$ cat src/rtl/fan_pwm_ctrl.sv
module fan_pwm_ctrl #(
  parameter int CLK_HZ = 100000,
  parameter int ADDR_W = 4
) (
  input  logic              clk,
  input  logic              rst_n,
  input  logic              wr_en,
  input  logic              rd_en,
  input  logic [ADDR_W-1:0] addr,
  input  logic [31:0]       wdata,
  output logic [31:0]       rdata,
  output logic              pwm_out
);
  localparam int PER = CLK_HZ * 40 / 1000;
  localparam int CW = $clog2(PER + 1);
  localparam logic [CW-1:0] LAST = CW'(PER - 1);
  localparam logic [CW+7:0] PW = (CW+8)'(PER);
  localparam logic [CW+7:0] FULL = (CW+8)'(255);

  logic          run_q;
  logic [7:0]    duty_q;
  logic [15:0]   spd_q;
  logic [CW-1:0] cnt_q;
  logic [CW+7:0] thr;

  wire sel_ctl = (addr == ADDR_W'(0));
  wire sel_spd = (addr == ADDR_W'(4));

  always_ff @(posedge clk) begin
    if (!rst_n) begin
      run_q  <= 1'b0;
      duty_q <= 8'd0;
      spd_q  <= 16'd0;
    end else if (wr_en) begin
      if (sel_ctl) begin
        run_q  <= wdata[0];
        duty_q <= wdata[23:16];
      end
      if (sel_spd) spd_q <= wdata[15:0];
    end
  end

  always_ff @(posedge clk) begin
    if (!rst_n || !run_q) cnt_q <= '0;
    else if (cnt_q == LAST) cnt_q <= '0;
    else cnt_q <= cnt_q + 1'b1;
  end

  assign thr = ({{CW{1'b0}}, duty_q} * PW) / FULL;
  assign pwm_out = run_q && ({8'd0, cnt_q} < thr);

  always_comb begin
    rdata = 32'd0;
    if (rd_en && sel_ctl) rdata = {8'd0, duty_q, 15'd0, run_q};
    else if (rd_en && sel_spd) rdata = {16'd0, spd_q};
  end

  AST_CNT_RANGE: assert property (@(posedge clk) disable iff (!rst_n)
    {8'd0, cnt_q} < PW);
  AST_STOP_LOW: assert property (@(posedge clk) disable iff (!rst_n)
    (wr_en && sel_ctl && !wdata[0]) |=> !pwm_out);
  AST_FRESH_START: assert property (@(posedge clk) disable iff (!rst_n)
    $rose(run_q) |-> cnt_q == '0);
  AST_FULL_HIGH: assert property (@(posedge clk) disable iff (!rst_n)
    (run_q && duty_q == 8'hFF) |-> pwm_out);
  AST_ZERO_LOW: assert property (@(posedge clk) disable iff (!rst_n)
    (duty_q == 8'h00) |-> !pwm_out);
  AST_MODE_ZERO: assert property (@(posedge clk) disable iff (!rst_n)
    (rd_en && sel_ctl) |-> !rdata[1]);
  AST_UNMAPPED_RD: assert property (@(posedge clk) disable iff (!rst_n)
    (!rd_en || (!sel_ctl && !sel_spd)) |-> rdata == 32'd0);
endmodule

$ cat config.mk
export PLATFORM = sky130hd
export DESIGN_NAME = fan_pwm_ctrl
export DESIGN_NICKNAME = d
export VERILOG_FILES = /design/src/rtl/fan_pwm_ctrl.sv
export SDC_FILE = /design/constraint.sdc
export NUM_CORES = 1
export LEC_CHECK = 0
export BUFFER_PORTS_ARGS = -buffer_cell sky130_fd_sc_hd__buf_2
export CORE_AREA = 8 8 137 139
export CTS_CLUSTER_DIAMETER = 50
export DETAILED_ROUTE_END_ITERATION = 8
export DIE_AREA = 0 0 145 147
export PLACE_DENSITY = 0.66
export SYNTH_ARGS = -nofsm -noshare
export SYNTH_HDL_FRONTEND = slang
export SYNTH_SLANG_ARGS = --single-unit
$ cat constraint.sdc
create_clock -name clk -period 41.7 [get_ports clk]
set_input_delay 8.34 -clock clk [delete_from_list [all_inputs] [get_ports clk]]
set_output_delay 8.34 -clock clk [all_outputs]
set_load 0.03 [all_outputs]
==> results.toml <==
[logic_synthesis]
ys_ff_latch = 37
synth_flop_cell = "dfxtp_1"
ys_seq_area_frac = 0.114
synth.cell_area_mm2 = 0.00651
synth-edff-count = 0
async_flop_share = 0
yosys_warnings = 0
ys_types = 103
avgSynthCellArea_um2 = 7.87
postSynthCellCount = 828

[cells_and_area]
drive_above_1_share = 0.142
final.fill_count = 1680
multiInputGateArea_mm2 = 0.00546
regArea_um2 = 741
num_antenna_cells = 0
final_cell_count_no_fill = 1097
finalNetCount = 988
syn2layout_area_growth_pct = 9.84

[clock_tree]
root_buffer = "clkbuf_16"
ctsResizeCount = 0
cts_buffers = 5
cts_post_setup_buffers_inserted = 0
path_clk_slew_ns = 0.05
clock_sinks = 37
cts_tree = "built"
max-clock-path-buffers = 2
cts_hold_buf = 0
worstSkewPairLatency_ns = 0.28
htree_levels = 2

[power_and_ir_drop]
power_density_mw_per_mm2 = 19.8
total_leakage_power_nw = 3.20
vdd_ir_drop_max_mv = 0.0445

[setup_path]
cp_data_required_time_ns = 33.36
startpoint_type = "flip-flop"
max_stage_delay_ns = 0.83
end_kind = "output port"
cp_data_arrival_time_ns = 15.33
slowest_stage = "mux2i_1"
critical_path_class = "flip-flop to output port"
path_common_cell = "ha_1"
crit_path_max_fanout = 15

[timing]
slew_violations = 0
finalHoldViolCount = 0
max_freq_mhz = 42.3
finalClockSkew_ns = 0.00130
finalCriticalPeriod_ns = 23.67
post-route-period-util = 0.568
rsz0062_at_grt = "no"
setup_tns_ns = 0
maxSlewHeadroom = 0.250
tightest_slew_ns = 1.09
setup_viol = 0

[die]
num_rows = 48
start_util = 0.389
die_area_mm2 = 0.0213
io_pins = 73
fp.dieW_um = 145
core_mm2 = 0.0168
die_h_um = 147

[route]
route.detailed.drc = 0
vias_per_cell = 5.66
vias = 6213
drt-initial-drc-count = 508
wire_per_inst_um = 14.9
ant_nets = 0
firstDrtPassIters = 6
routed_wl_um = 16300

[place]
dp_cells = 1089
numPortBuffers = 56
dpl.hpwl_um = 13400
gp_congestion = 0.866

[grt]
antenna_found_initial = 0
grt_pass1_vias = 5890
grt_use_total = 0.151
grt_pass1_wl_um = 28100
grt_max_degree = 27
grt-ovfl-total = 0

[flow_run]
maxCapViolations = 0

[min_path]
hp-class = "flip-flop to flip-flop"

[outcome]
outcome = "complete, no violations"
-- sequential cells by signal, indices dropped and copies added (netlist names) --
signal and flops:
spd_q 16, cnt_q 12, duty_q 8, run_q 1
-- worst paths after layout --
path / startpoint / cells after the start / slack (ns) / endpoint
setup reg to reg: cnt_q[0]$_SDFF_PP0_ / 5 / 39.75 / cnt_q[8]$_SDFF_PP0_
hold reg to reg: cnt_q[0]$_SDFF_PP0_ / 1 / 0.50 / cnt_q[0]$_SDFF_PP0_
setup / recovery: duty_q[1]$_SDFFE_PN0P_ / 51 / 18.03 / pwm_out
hold / removal: cnt_q[0]$_SDFF_PP0_ / 1 / 0.50 / cnt_q[0]$_SDFF_PP0_
-- cell type report --
cell class,instances,area share
clock buffer,5,0.0175
multi-input combinational,720,0.764
timing repair buffer,58,0.0413
inverter,49,0.0257
sequential,37,0.104
tap,225,0.0394
clock inverter,3,0.00910
-- cell families (layout without fill, tap and decap cells) --
group	count (synthesis)	in the layout	share of synthesized area
AO/OA/AOI/OAI	211	211	0.242
XOR/XNOR	49	49	0.0728
adder cells (fa/ha/maj)	78	78	0.174
buffers and inverters	78	115	0.0517
flip-flops	37	37	0.114
multiplexers	41	41	0.0636
other	1	8	0.000576
AND/OR/NAND/NOR	333	333	0.282
-- synth_stat cells, drive strengths merged, types with 5 or more instances --
master	instances	share of area
nor2	83	0.049
ha	56	0.11
nand2	53	0.031
inv	49	0.028
a21oi	46	0.039
o21ai	45	0.036
mux2i	38	0.058
dfxtp	37	0.11
xnor2	29	0.046
nor2b	28	0.027
and2	27	0.026
nand3	23	0.018
nor3	22	0.021
fa	21	0.065
xor2	20	0.027
nor4	19	0.022
clkbuf	16	0.0092
nand4	16	0.016
buf	13	0.014
o211ai	12	0.018
or2	12	0.012
and3	11	0.011
a21o	10	0.012
or3	9	0.0086
a31oi	8	0.011
a211oi	7	0.012
a21boi	7	0.0086
o21a	7	0.0083
o31ai	6	0.0085
nand2b	5	0.0048
o211a	5	0.0077
o31a	5	0.0067
-- routing by layer --
layer / vias to the layer above / track usage / share of wire
li1: 3106 / - / -
met1: 2900 / 0.201 / 0.47
met2: 184 / 0.246 / 0.45
met3: 23 / 0.0258 / 0.060
met4: 0 / 0.0389 / 0.020
met5: - / 0 / 0
-- worst max-delay path: cells and delay by family, from the launching register on --
family | cells | cell delay, ns
xor gates and xnor gates | 6 | 1.72
muxes | 3 | 1.49
DFF | 1 | 0.70
and+or+nand+nor | 16 | 4.24
AOI/OAI and AO/OA | 13 | 2.62
adders and majority gates | 10 | 3.92
buffers and inverters | 3 | 0.32
-- where the power goes --
| part | internal [W] | total [W] | switching [W] |
|---|---|---|---|
| Clock | 0.0000341 | 0.0000479 | 0.0000138 |
| Combinational | 0.0000226 | 0.0000577 | 0.0000350 |
| Sequential | 0.0000357 | 0.0000361 | 0.000000394 |
-- cell usage in the layout (no fill, tap or decap), types with 5 or more instances in the layout --
cell type  count
o211a_1        5
nor2b_1       28
xor2_1        20
or2_1          7
buf_2         56
nand2_1       52
dfxtp_1       37
o31a_1         5
o211ai_1       8
nand2b_1       5
o21ai_0       34
inv_1         48
clkbuf_16      5
nand3_1       22
o21ai_1        9
ha_1          56
a21oi_1       42
nand4_1       15
nor2_1        79
fa_1          21
o21a_1         6
a31oi_1        6
and2_1        27
nor3_2         5
or2_2          5
conb_1         8
or3_1          9
and3_1        11
xnor2_1       26
a21o_1        10
mux2i_1       38
nor4_1        17
nor3_1        17
-- metrics by stage --
stage	power, W	hold WS, ns	worst slack, ns	util	instance area (um^2)
after global placement	0.0000929	0.477	18.60	0.416	6960
after detailed placement	0.0000934	0.496	18.59	0.416	6960
after CTS	0.000142	0.509	18.21	0.427	7150
after floorplan	0.0000834	0.448	20.72	-	6540
final	0.000142	0.504	18.03	0.427	7150
after global routing	0.000151	0.534	16.91	0.427	7150
(Power assumes the default switching activity.)
